## src/rtl/trap_pkg.sv

```systemverilog
package trap_pkg;
  typedef enum logic [2:0] {
    EV_IRQ  = 3'd0,
    EV_BRK  = 3'd1,
    EV_HWX  = 3'd2,
    EV_MMU  = 3'd3,
    EV_UNAL = 3'd4
  } evKind_e;

  typedef enum logic [1:0] {
    ACC_FETCH = 2'd0,
    ACC_LOAD  = 2'd1,
    ACC_STORE = 2'd2
  } accKind_e;

  // status word bit positions
  localparam int MSR_IE  = 1;
  localparam int MSR_BIP = 3;
  localparam int MSR_EIP = 9;
  localparam int MSR_UM  = 11;
  localparam int MSR_VM  = 13;
  localparam int MSR_UMS = MSR_UM + 1;
  localparam int MSR_VMS = MSR_VM + 1;

  // exception status fields
  localparam int ESR_CAUSE_W = 5;
  localparam int ESR_SYN_LSB = 5;
  localparam int SYN_W       = 7;
  localparam int ESR_STORE   = 10;
  localparam int ESR_DS      = 12;
  localparam logic [ESR_CAUSE_W-1:0] CAUSE_UNAL = 5'd1;

  // link register numbers
  localparam int IDX_W = 5;
  localparam logic [IDX_W-1:0] LINK_IRQ = 5'd14;
  localparam logic [IDX_W-1:0] LINK_BRK = 5'd16;
  localparam logic [IDX_W-1:0] LINK_EXC = 5'd17;

  // vector offsets
  localparam int VOFF_IRQ = 'h10;
  localparam int VOFF_BRK = 'h18;
  localparam int VOFF_EXC = 'h20;

  typedef struct packed {
    logic commit;
    logic isIrq;
    logic isBrk;
    logic isHwx;
    logic isUnal;
    logic isMmu;
  } strobe_t;
endpackage

```

## src/rtl/trap_ctrl.sv

```systemverilog
module trap_ctrl
  import trap_pkg::*;
#(
  parameter bit EXC_EN = 1'b1
) (
  input  logic        clk,
  input  logic        rstN,
  input  logic        evtValid,
  input  logic [2:0]  evtKind,
  input  logic        msrIe,
  input  logic        msrEip,
  input  logic        msrBip,
  input  logic        inDelaySlot,
  input  logic        immPrefixed,
  output strobe_t     stb,
  output logic        done,
  output logic        dblFault
);
  logic kIrq, kBrk, kHwx, kUnal, kMmu;
  logic irqOk, excOk, accept, dblTrig;

  assign kIrq  = (evtKind == EV_IRQ);
  assign kBrk  = (evtKind == EV_BRK);
  assign kHwx  = (evtKind == EV_HWX);
  assign kUnal = (evtKind == EV_UNAL);
  assign kMmu  = (evtKind == EV_MMU);

  generate
    if (EXC_EN) begin : g_excOn
      assign excOk = 1'b1;
    end else begin : g_excOff
      assign excOk = 1'b0;
    end
  endgenerate

  assign irqOk = msrIe && !msrEip && !msrBip && !inDelaySlot && !immPrefixed;

  always_comb begin
    accept = 1'b0;
    if (kIrq)                accept = irqOk;
    else if (kBrk)           accept = 1'b1;
    else if (kHwx || kUnal)  accept = excOk;
    else if (kMmu)           accept = !msrEip;
  end

  assign dblTrig = evtValid && !dblFault && kMmu && msrEip;

  always_comb begin
    stb        = '0;
    stb.commit = evtValid && !dblFault && accept;
    stb.isIrq  = kIrq;
    stb.isBrk  = kBrk;
    stb.isHwx  = kHwx;
    stb.isUnal = kUnal;
    stb.isMmu  = kMmu;
  end

  always_ff @(posedge clk or negedge rstN) begin
    if (!rstN) begin
      done     <= 1'b0;
      dblFault <= 1'b0;
    end else begin
      done <= stb.commit;
      if (dblTrig) dblFault <= 1'b1;
    end
  end
endmodule

```

## src/rtl/trap_dpath.sv

```systemverilog
module trap_dpath
  import trap_pkg::*;
#(
  parameter int XLEN = 32,
  parameter logic [XLEN-1:0] VEC_BASE = 32'h0000_0100
) (
  input  logic              clk,
  input  logic              rstN,
  input  strobe_t           stb,
  input  logic [XLEN-1:0]   pcIn,
  input  logic              inDelaySlot,
  input  logic              immPrefixed,
  input  logic              branchImm,
  input  logic [XLEN-1:0]   branchTarget,
  input  logic [XLEN-1:0]   faultAddr,
  input  logic [1:0]        accessKind,
  input  logic              faultIsMiss,
  input  logic [SYN_W-1:0]  syndrome,
  input  logic [XLEN-1:0]   msrIn,
  input  logic              resSet,
  output logic [XLEN-1:0]   pcNext,
  output logic [IDX_W-1:0]  linkIdx,
  output logic [XLEN-1:0]   linkVal,
  output logic [XLEN-1:0]   msrNext,
  output logic [XLEN-1:0]   esr,
  output logic [XLEN-1:0]   ear,
  output logic [XLEN-1:0]   btr,
  output logic              resValid
);
  localparam logic [XLEN-1:0] STEP = XLEN'(4);

  logic              isExc;
  logic [XLEN-1:0]   vecOff, pcD, linkValD, msrD, esrD, earD, btrD, mmuAdj;
  logic [IDX_W-1:0]  linkIdxD;

  assign isExc = stb.isHwx || stb.isUnal || stb.isMmu;

  // return-address correction for a memory fault
  always_comb begin
    if (inDelaySlot)      mmuAdj = branchImm ? (STEP << 1) : STEP;
    else if (immPrefixed) mmuAdj = STEP;
    else                  mmuAdj = '0;
  end

  always_comb begin
    vecOff   = XLEN'(VOFF_EXC);
    linkIdxD = LINK_EXC;
    linkValD = pcIn + STEP;
    if (stb.isIrq) begin
      vecOff   = XLEN'(VOFF_IRQ);
      linkIdxD = LINK_IRQ;
      linkValD = pcIn;
    end else if (stb.isBrk) begin
      vecOff   = XLEN'(VOFF_BRK);
      linkIdxD = LINK_BRK;
      linkValD = pcIn;
    end else if (stb.isMmu) begin
      linkValD = pcIn - mmuAdj;
    end
    pcD = VEC_BASE + vecOff;
  end

  // status word: stack mode bits, then per-kind flag
  always_comb begin
    msrD          = msrIn;
    msrD[MSR_UMS] = msrIn[MSR_UM];
    msrD[MSR_VMS] = msrIn[MSR_VM];
    msrD[MSR_UM]  = 1'b0;
    msrD[MSR_VM]  = 1'b0;
    if (stb.isIrq)      msrD[MSR_IE]  = 1'b0;
    else if (stb.isBrk) msrD[MSR_BIP] = 1'b1;
    else                msrD[MSR_EIP] = 1'b1;
  end

  // exception status / address / branch target
  always_comb begin
    esrD = esr;
    earD = ear;
    btrD = btr;
    if (stb.isMmu) begin
      esrD = '0;
      esrD[ESR_CAUSE_W-1:0] = {3'b100, faultIsMiss, accessKind == ACC_FETCH};
      esrD[ESR_STORE]       = (accessKind == ACC_STORE);
      earD                  = faultAddr;
    end else if (stb.isUnal) begin
      esrD = '0;
      esrD[ESR_CAUSE_W-1:0]        = CAUSE_UNAL;
      esrD[ESR_SYN_LSB +: SYN_W]   = syndrome;
      earD                         = faultAddr;
    end
    if (isExc) begin
      esrD[ESR_DS] = inDelaySlot;
      if (inDelaySlot) btrD = branchTarget;
    end
  end

  always_ff @(posedge clk or negedge rstN) begin
    if (!rstN) begin
      pcNext   <= '0;
      linkIdx  <= '0;
      linkVal  <= '0;
      msrNext  <= '0;
      esr      <= '0;
      ear      <= '0;
      btr      <= '0;
      resValid <= 1'b0;
    end else begin
      if (stb.commit) begin
        pcNext  <= pcD;
        linkIdx <= linkIdxD;
        linkVal <= linkValD;
        msrNext <= msrD;
        if (!stb.isIrq && !stb.isBrk) begin
          esr <= esrD;
          ear <= earD;
          btr <= btrD;
        end
        resValid <= 1'b0;
      end else if (resSet) begin
        resValid <= 1'b1;
      end
    end
  end
endmodule

```

## src/rtl/trap_entry_unit.sv

```systemverilog
module trap_entry_unit
  import trap_pkg::*;
#(
  parameter int XLEN = 32,
  parameter logic [XLEN-1:0] VEC_BASE = 32'h0000_0100,
  parameter bit EXC_EN = 1'b1
) (
  input  logic             clk,
  input  logic             rstN,
  input  logic             evtValid,
  input  logic [2:0]       evtKind,
  input  logic [XLEN-1:0]  pcIn,
  input  logic             inDelaySlot,
  input  logic             immPrefixed,
  input  logic             branchImm,
  input  logic [XLEN-1:0]  branchTarget,
  input  logic [XLEN-1:0]  faultAddr,
  input  logic [1:0]       accessKind,
  input  logic             faultIsMiss,
  input  logic [6:0]       syndrome,
  input  logic [XLEN-1:0]  msrIn,
  input  logic             resSet,
  output logic             done,
  output logic [XLEN-1:0]  pcNext,
  output logic [4:0]       linkIdx,
  output logic [XLEN-1:0]  linkVal,
  output logic [XLEN-1:0]  msrNext,
  output logic [XLEN-1:0]  esr,
  output logic [XLEN-1:0]  ear,
  output logic [XLEN-1:0]  btr,
  output logic             resValid,
  output logic             dblFault
);
  strobe_t stb;

  trap_ctrl #(.EXC_EN(EXC_EN)) u_ctrl (
    .clk(clk), .rstN(rstN), .evtValid(evtValid), .evtKind(evtKind),
    .msrIe(msrIn[MSR_IE]), .msrEip(msrIn[MSR_EIP]), .msrBip(msrIn[MSR_BIP]),
    .inDelaySlot(inDelaySlot), .immPrefixed(immPrefixed),
    .stb(stb), .done(done), .dblFault(dblFault)
  );

  trap_dpath #(.XLEN(XLEN), .VEC_BASE(VEC_BASE)) u_dpath (
    .clk(clk), .rstN(rstN), .stb(stb), .pcIn(pcIn),
    .inDelaySlot(inDelaySlot), .immPrefixed(immPrefixed), .branchImm(branchImm),
    .branchTarget(branchTarget), .faultAddr(faultAddr), .accessKind(accessKind),
    .faultIsMiss(faultIsMiss), .syndrome(syndrome), .msrIn(msrIn), .resSet(resSet),
    .pcNext(pcNext), .linkIdx(linkIdx), .linkVal(linkVal), .msrNext(msrNext),
    .esr(esr), .ear(ear), .btr(btr), .resValid(resValid)
  );
endmodule

```

## config.mk

```make
export PLATFORM = sky130hd
export DESIGN_NAME = trap_entry_unit
export DESIGN_NICKNAME = d
export VERILOG_FILES = /design/src/rtl/trap_pkg.sv /design/src/rtl/trap_ctrl.sv /design/src/rtl/trap_dpath.sv /design/src/rtl/trap_entry_unit.sv
export SDC_FILE = /design/constraint.sdc
export NUM_CORES = 1
export LEC_CHECK = 0
export BUFFER_PORTS_ARGS = -buffer_cell sky130_fd_sc_hd__buf_2
export CORE_MARGIN = 10
export CORE_UTILIZATION = 48
export DETAILED_ROUTE_END_ITERATION = 10
export PLACE_DENSITY = 0.81
export SLEW_MARGIN = 20
export SYNTH_ARGS = -nofsm -noshare
export SYNTH_HDL_FRONTEND = slang
export SYNTH_SLANG_ARGS = --single-unit
```

## constraint.sdc

```tcl
create_clock -name clk -period 3.1 [get_ports clk]
set_input_delay 0.775 -clock clk [delete_from_list [all_inputs] [get_ports clk]]
set_output_delay 0.775 -clock clk [all_outputs]
set_load 0.01 [all_outputs]
```

==> results of run 1 <==
area by class of cell:
type	instances	area share (%)
clock inverter	15	1.97
sequential	146	34.0
tap	216	2.51
clock buffer	17	3.96
timing repair buffer	404	22.0
inverter	12	0.454
multi-input combinational	548	35.0
antenna	3	0.0698
sequential cells by signal (all words and copies together) (netlist names):
signal,flops
u_dpath.linkIdx,3
u_dpath.btr,32
u_ctrl.done,1
u_dpath.msrNext,30
u_dpath.resValid,1
u_dpath.pcNext,3
u_dpath.linkVal,32
u_ctrl.dblFault,1
u_dpath.ear,32
u_dpath.esr,11
how the worst max path moves through the flow:
stage | startpoint | to | slack (ps) | cells after the start
floorplan | evtKind[0] | u_dpath.linkVal[24] | -570 | 17
global placement | evtKind[0] | u_dpath.linkVal[29] | -500 | 13
detailed placement | evtKind[1] | u_dpath.linkVal[29] | -560 | 13
CTS | evtKind[0] | u_dpath.linkVal[24] | 20 | 16
global route | evtKind[1] | u_dpath.linkVal[28] | -150 | 16
finish | evtKind[1] | u_dpath.linkVal[16] | -60 | 17
layer usage:
layer	track usage, %	part of all wire [%]
met5	0	0.050
met1	26.3	38
met3	5.74	6.6
met4	7.66	2.1
met2	41.6	53
synth_stat cells, types with 2 or more instances:
library cell / number / area [um2]
or3_1: 2 / 12.5
nor2_1: 23 / 86.3
dfrtp_1: 146 / 3650
nor3_1: 11 / 55.1
nand2b_1: 6 / 37.5
buf_1: 3 / 11.3
nand2_1: 128 / 480
nor4_1: 4 / 25.0
a211oi_1: 3 / 22.5
buf_12: 2 / 40.0
mux2_2: 38 / 428
ha_1: 29 / 363
nand3_1: 7 / 35.0
inv_1: 11 / 41.3
o21ai_1: 8 / 40.0
o21a_1: 5 / 37.5
buf_4: 54 / 405
a221o_1: 4 / 40.0
clkbuf_1: 23 / 86.3
nand4_1: 3 / 18.8
mux2_4: 26 / 390
xnor2_1: 16 / 140
xor2_1: 11 / 96.3
mux2i_1: 7 / 70.1
and2_1: 3 / 18.8
and3_1: 4 / 25.0
a31oi_1: 5 / 31.3
a21o_1: 11 / 82.6
o21ai_0: 46 / 230
a22oi_1: 26 / 195
buf_2: 2 / 10.0
a41oi_1: 2 / 17.5
nor2b_1: 5 / 31.3
a21oi_1: 41 / 205
metrics by stage:
step,setup TNS [ps],total power [mW],hold WS (ps)
after floorplan,-6210,4.13,479
after global placement,-6580,5.24,443
after detailed placement,-7660,5.34,450
after CTS,0,7.62,363
after global routing,-439,7.97,372
final,-78.9,7.57,333
kinds of logic after synthesis:
group	after synthesis	share of synthesized area, %
buf+inv	98	8.09
fa+ha+maj	30	4.96
mux	71	11.5
xor+xnor	27	3.06
simple gates	201	11.2
other cells	1	0.0486
compound gates	168	13.7
flops	146	47.3
power groups by stage:
stage	registers (mW)	logic (mW)	clock network, mW
2_1_floorplan	3.18	0.952	0
3_3_place_gp	2.83	2.41	0
3_5_place_dp	2.87	2.47	0
4_1_cts	2.85	2.50	2.27
5_1_grt	2.93	2.69	2.35
6_report	2.86	2.48	2.24
timing repair:
| item | in CTS | in global routing |
|---|---|---|
| endpoints found under the hold margin | 0 | 0 |
| endpoints found under the setup margin | 6 | 15 |
| cloned | 0 | 0 |
| resized for setup | 4 | 18 |
| pin swaps | 0 | 14 |
| hold buffers | 0 | 0 |
| buffers inserted | 0 | 6 |
==> out/summary.txt, run 1 <==
Outcome: complete, but fails checks
Failing checks: setup timing
Slew Limit Headroom: 57.2%
Pre-Repair DR Iteration Count: 5
Die height: 147 um
Seq pwr share: 37.7%
CP arrival: 3470 ps
Hpwl dp: 20000 um
Pwr per Cell Area: 705 nW/um2
Clk_skew: 9.62 ps
FFs w/ async S/R, synth: 100%
Cell Int Power: 5.00 mW
Net Switching: 2.57 mW
Crit path buf inv count: 6
Sw Share: 33.9%
Nets@finish: 1307
FF+latch count, synth: 146
Synth Cell Area: 7720 um2
Clock root buffer: clkbuf_16
Reg2reg setup slack: 930 ps
Clk pwr share: 29.6%
WL per Instance: 19.2 um
P_leak: 5.67 nW
Post-synth EDFFs: 0
TritonCTS buffer count: 17
Clk Latency, worst-skew pair: 430 ps
RSZ-0062 raised after global routing: true
Final Util: 67.9%
Synth warn: 0
Ports: 348
Commonest non-fill, non-tap cell in the layout: buf_2
CTS max path bufs: 2
Grt ovf: 0
TritonCTS clock tree: built
R2r endpoint: u_dpath.ear[1]
HP Class: primary input to async pin
Critical path, cell by cell: buf_6 -> nand2_2 -> or2_4 -> clkinvlp_4 -> nand2_1 -> ha_2 -> inv_2 -> fa_2 -> a21oi_2 -> o21ai_2 -> a211o_1 -> a31oi_4 -> buf_4 -> buf_4 -> xnor2_1 -> a222oi_1 -> inv_1
Die area: 21600 um2
Cell Rows: 46
Placed Cells: 1320
Vias in the first global route: 7203
Dpl cell area: 9960 um2
H-tree depth: 4
DR iter-0 viols: 423
Register area share after synthesis: 47.3%
Finished Cell Area: 10700 um2
Crit Path Category: primary input to register
Drc violations: 0
Worst setup EP type: register
Final wirelength: 26100 um
Reg2reg path depth: 7
Initial Util: 48.8%
All-layer global routing usage: 23.2%
Ys flop type: dfrtp_1
First-pass GRT wire length: 39900 um
Synthesized area per cell: 10.4 um2
Setup WS post-layout: -57.6 ps
Synth cell types: 61
Most frequent cells in the layout: buf_2 (291), dfrtp_1 (146), nand2_1 (127)
Worst IR Drop VDD: 384 uV
CP max stage delay: 390 ps
Max-cap violations: 0
Tmin final: 3160 ps
GPL Wtd Cong: 0.896
PortBufs: 294
Worst-path fanout max: 4
Post-route ant nets: 0
Share of cells above drive strength 1: 46.6%
Die extent in x: 147 um
FF+latch area: 3650 um2
Final setup fails: 3
Post-synthesis cell count: 742
Comb pwr share: 32.7%
Clk sinks: 146
Slowest-stage cell, CP: fa_2
Final hold violation count: 0
Layout Cells excl Fill: 1361
Fin. max-slew vios: 0
Fillcell total: 1201
Worst-Margin Slew: 642 ps
Delay-heaviest family, CP: compound AO/OA/AOI/OAI gates
Req. time, crit path: 3410 ps
Place WS: -557 ps
Multi-input logic area: 3770 um2
F_max: 317 MHz
DR vias: 6990
Critical R2R Launch: u_ctrl.dblFault
Pin count of the biggest net entering global routing: 65
Most frequent CP cell: buf_4
Via/cell ratio: 5.14
Crit start category: primary input
Core Region: 15800 um2
Post-route clock period utilization: 102%
Initial antenna violation count: 4
Clock transition at the registers of the reported paths: 70 ps
Layout area overhead: 39.3%
Power figures use the tool's default switching activity.
==> inputs of run 2 (changes only) <==
- CORE_AREA: unset -> 2 2 134 136
- CORE_MARGIN: 10 -> unset
- CORE_UTILIZATION: 48 -> unset
- DIE_AREA: unset -> 0 0 136 138
- PLACE_DENSITY: 0.81 -> 0.76
==> run 2 against run 1 <==
  * The flow now finishes without violations
  * Highest routed layer unchanged
  * Maximum frequency up 3.6%
  * Critical endpoint is now u_dpath.linkVal[28]
  * Sequential power about the same
  * Critical path depth down 1
==> out/summary.txt, run 2 (synthesis results as in run 1) <==
WL per Instance: 16.9 um
Slowest-stage cell, CP: a211o_1
Cell Rows: 49
Finished Cell Area: 11000 um2
Ports: 348
Layout area overhead: 42.4%
Dpl cell area: 9960 um2
Req. time, crit path: 3400 ps
Pin count of the biggest net entering global routing: 71
Critical path, cell by cell: buf_6 -> nand2_2 -> or2_4 -> buf_6 -> clkinvlp_4 -> buf_12 -> buf_4 -> ha_4 -> a211oi_2 -> o21ai_2 -> a211o_1 -> a31oi_4 -> o21ai_4 -> a211oi_2 -> xor2_1 -> o21ai_1
Pwr per Cell Area: 669 nW/um2
TritonCTS buffer count: 17
GPL Wtd Cong: 0.893
Nets@finish: 1312
All-layer global routing usage: 23.4%
Fillcell total: 1432
Final setup fails: 0
Crit path buf inv count: 5
F_max: 328 MHz
CTS max path bufs: 2
Worst-Margin Slew: 738 ps
CP max stage delay: 340 ps
DR vias: 6886
Post-route clock period utilization: 98.3%
Crit start category: primary input
DR iter-0 viols: 282
Reg2reg setup slack: 760 ps
Via/cell ratio: 5.00
Clk Latency, worst-skew pair: 430 ps
Seq pwr share: 38.7%
Clk sinks: 146
Core Region: 17500 um2
Worst IR Drop VDD: 379 uV
HP Class: primary input to async pin
Hpwl dp: 17000 um
Tmin final: 3050 ps
Max-cap violations: 0
Place WS: -525 ps
Slew Limit Headroom: 50.8%
Initial Util: 44.0%
Met3 wire len: 1550 um
Top sig layer: met5
Final wirelength: 23300 um
PortBufs: 294
Worst-path fanout max: 4
Drc violations: 0
Comb pwr share: 33.3%
Clock root buffer: clkbuf_16
Share of cells above drive strength 1: 48.7%
Final hold violation count: 0
Sw Share: 34.7%
Setup WS post-layout: 52.8 ps
Vias in the first global route: 6775
Commonest non-fill, non-tap cell in the layout: buf_2
Cell Int Power: 4.81 mW
Placed Cells: 1332
Pre-Repair DR Iteration Count: 5
Delay-heaviest family, CP: compound AO/OA/AOI/OAI gates
TritonCTS clock tree: built
Die extent in x: 136 um
Top Registers: u_dpath.btr: 32 flops, u_dpath.ear: 32 flops, u_dpath.linkVal: 32 flops
First-pass GRT wire length: 34400 um
Most frequent cells in the layout: buf_2 (291), dfrtp_1 (146), nand2_1 (126)
Layout Cells excl Fill: 1377
Die area: 18800 um2
RSZ-0062 raised after global routing: true
Die height: 138 um
Net Switching: 2.55 mW
Clk_skew: 9.56 ps
Crit Path Category: primary input to register
Wl on met1: 9180 um
Fin. max-slew vios: 0
P_leak: 5.69 nW
Clk pwr share: 28.0%
H-tree depth: 4
Outcome: finished clean
Grt ovf: 0
Met2 WL: 11800 um
Initial antenna violation count: 2
Clock transition at the registers of the reported paths: 80 ps
CP arrival: 3340 ps
Worst setup EP type: register
Post-route ant nets: 0
[run 2: power by group through the flow]
stage / combinational (mW) / clock, mW / sequential [mW]
final: 2.45 / 2.06 / 2.85
after global placement: 2.33 / 0 / 2.84
after CTS: 2.42 / 2.11 / 2.84
after detailed placement: 2.38 / 0 / 2.87
after global routing: 2.66 / 2.19 / 2.92
after floorplan: 0.952 / 0 / 3.18
[run 2: metal layers]
| layer | track usage (%) | vias to the layer above |
|---|---|---|
| met5 | 0 | - |
| met4 | 10.3 | 2 |
| met3 | 5.76 | 57 |
| met2 | 41.4 | 246 |
| met1 | 26.6 | 3288 |
| li1 | - | 3293 |
[run 2: worst paths after layout]
path / startpoint / endpoint / cells past startpoint
worst max-delay path: evtKind[1] / u_dpath.linkVal[28] / 16
worst min-delay path: rstN / u_dpath.btr[19] / 1
worst max register to register: u_ctrl.dblFault / u_dpath.esr[9] / 9
worst min register to register: u_dpath.pcNext[3] / u_dpath.pcNext[3] / 2
max in group asynchronous: rstN / u_dpath.msrNext[22] / 2
min in group clk: u_dpath.pcNext[3] / u_dpath.pcNext[3] / 2
[run 2: what timing repair did]
action	CTS	global route
cloned	0	1
hold buffers	0	0
resized for setup	12	48
buffers inserted	7	4
endpoints found under the setup margin	8	18
pin swaps	13	18
[run 2: stage by stage]
stage          setup TNS, ps  hold slack, ps  total power, mW  utilization, %
2_1_floorplan          -6210             479             4.13               -
3_3_place_gp           -6900             445             5.18            56.8
3_5_place_dp           -7780             451             5.26            56.8
4_1_cts                -29.6             358             7.37            60.9
5_1_grt                -96.5             394             7.77            62.7
6_report                   0             345             7.36            62.7
[run 2: layout make-up]
| cell class | count | area, um2 | share of cell area [%] |
|---|---|---|---|
| Multi-Input combinational cell | 548 | 3970 | 36.1 |
| Sequential cell | 146 | 3650 | 33.2 |
| Timing Repair Buffer | 409 | 2430 | 22.1 |
| Clock buffer | 17 | 425 | 3.87 |
| Tap cell | 229 | 287 | 2.61 |
| Clock inverter | 15 | 181 | 1.65 |
| Inverter | 12 | 48.8 | 0.444 |
| Antenna cell | 1 | 2.50 | 0.0228 |
==> inputs of run 3 (changes only) <==
==> constraint.sdc (replaced) <==
create_clock -name clk -period 3.1 [get_ports clk]
set_input_delay 0.31 -clock clk [delete_from_list [all_inputs] [get_ports clk]]
set_output_delay 0.31 -clock clk [all_outputs]
set_load 0.01 [all_outputs]
==> run 3 against run 2 <==
  * Sequential power is essentially flat
  * Worst setup slack gained 220 ps
  * Power shrank 2.5%
  * Clock power is essentially flat
  * Wire length shrank 7.6%
  * Global-route usage shrank 0.59 points
  * Critical endpoint is now u_dpath.linkVal[25]
  * Largest cell class unchanged
==> out/summary.txt, run 3 (synthesis results as in run 1) <==
Outcome: finished clean
Max-cap violations: 0
CP startpoint: evtKind[1]
Worst setup EP type: register
Final Util: 57.2%
All-layer global routing usage: 22.8%
Tmin final: 2830 ps
Reg2reg setup slack: 680 ps
Core Region: 17500 um2
RSZ-0062 raised after global routing: false
CTS max path bufs: 2
Die extent in x: 136 um
Initial Util: 44.0%
Hpwl dp: 16100 um
Postcts setup bufs: 0
Clock transition at the registers of the reported paths: 70 ps
Layout area overhead: 29.9%
Fin. max-slew vios: 0
R2r endpoint: u_dpath.linkVal[16]
Top Registers: u_dpath.btr: 32 flops, u_dpath.ear: 32 flops, u_dpath.linkVal: 32 flops
Overall power: 7.18 mW
Crit start category: primary input
Pin count of the biggest net entering global routing: 78
Setup WS post-layout: 272 ps
Worst-Margin Slew: 735 ps
Slew Limit Headroom: 51.0%
Place WS: -96.8 ps
Clk sinks: 146
Nets@finish: 1230
TritonCTS clock tree: built
Die area: 18800 um2
Initial antenna violation count: 2
P_leak: 5.22 nW
Post-route ant nets: 0
Reg2reg path depth: 7
H-tree depth: 4
Share of cells above drive strength 1: 41.5%
Critical R2R Launch: u_ctrl.dblFault
Crit Path Category: primary input to register
Via/cell ratio: 5.06
CP arrival: 3120 ps
Most frequent cells in the layout: buf_2 (293), dfrtp_1 (146), nand2_1 (128)
Ports: 348
Clk Latency, worst-skew pair: 430 ps
Pre-Repair DR Iteration Count: 5
TritonCTS buffer count: 17
PortBufs: 294
Vias in the first global route: 6473
Worst IR Drop VDD: 379 uV
Cell Rows: 49
Clk_skew: 6.91 ps
Clock root buffer: clkbuf_16
DR vias: 6555
GPL Wtd Cong: 0.921
Aggregate negative setup slack: 0 ps
Final hold violation count: 0
Cts hold-fix bufs: 1
Pwr per Cell Area: 716 nW/um2
Final hold slack: 67.4 ps
Commonest non-fill, non-tap cell in the layout: buf_2
Die height: 138 um
DR iter-0 viols: 289
Final setup fails: 0
Worst-path fanout max: 4
Drc violations: 0
Worst Setup EP: u_dpath.linkVal[25]
Final wirelength: 21500 um
F_max: 354 MHz
Grt ovf: 0
First-pass GRT wire length: 33500 um
HP Class: primary input to register
WL per Instance: 16.6 um
Post-CTS Resized: 0
Post-route clock period utilization: 91.2%
Req. time, crit path: 3390 ps
-- run 3: worst min path at each step --
stage | from | to | slack, ps | cells past startpoint
final | pcIn[0] | u_dpath.linkVal[0] | 70 | 3
after floorplan | rstN | u_ctrl.dblFault | 10 | 0
after global placement | rstN | u_dpath.btr[18] | 400 | 1
after CTS | pcIn[0] | u_dpath.linkVal[0] | 50 | 3
after detailed placement | rstN | u_dpath.btr[18] | 400 | 1
after global routing | pcIn[0] | u_dpath.linkVal[0] | 60 | 3
-- run 3: area by class of cell --
class                      count  area, um2
fill                        1527       7510
multi-input combinational    548       3670
sequential                   146       3650
timing repair buffer         327       1750
clock buffer                  17        425
tap                          229        287
clock inverter                15        185
inverter                      12       48.8
antenna                        2       5.00
-- run 3: critical path: stages --
cell	delay, ps
buf_2	90
nand2_1	40
or2_2	330
a21oi_1	250
ha_1	280
nor2b_1	140
o31a_1	270
o311ai_1	370
nor4b_1	400
a21oi_1	160
o22ai_1	220
xnor2_1	180
o21ai_1	90
-- run 3: layer usage --
layer | share of wire [%] | GRT usage, % | vias up | wire (um)
met1 | 40 | 27.7 | 3129 | 8670
met5 | 0 | 0 | - | 0
met3 | 6.9 | 5.54 | 40 | 1490
li1 | - | - | 3122 | -
met4 | 3.0 | 8.94 | 0 | 638
met2 | 50 | 38.9 | 264 | 10700
-- run 3: through the flow --
step / std cells / instance area [um2]
floorplan: 792 / 7960
global placement: 1261 / 9400
detailed placement: 1261 / 9400
CTS: 1294 / 10000
global route: 1295 / 10000
finish: 1296 / 10000
-- run 3: power by group --
group          internal, mW  switching (mW)  leakage, nW
Combinational          1.08            1.20         3.15
Sequential             2.53           0.314         1.79
Clock                  1.09           0.960        0.286
Total                  4.70            2.47         5.22
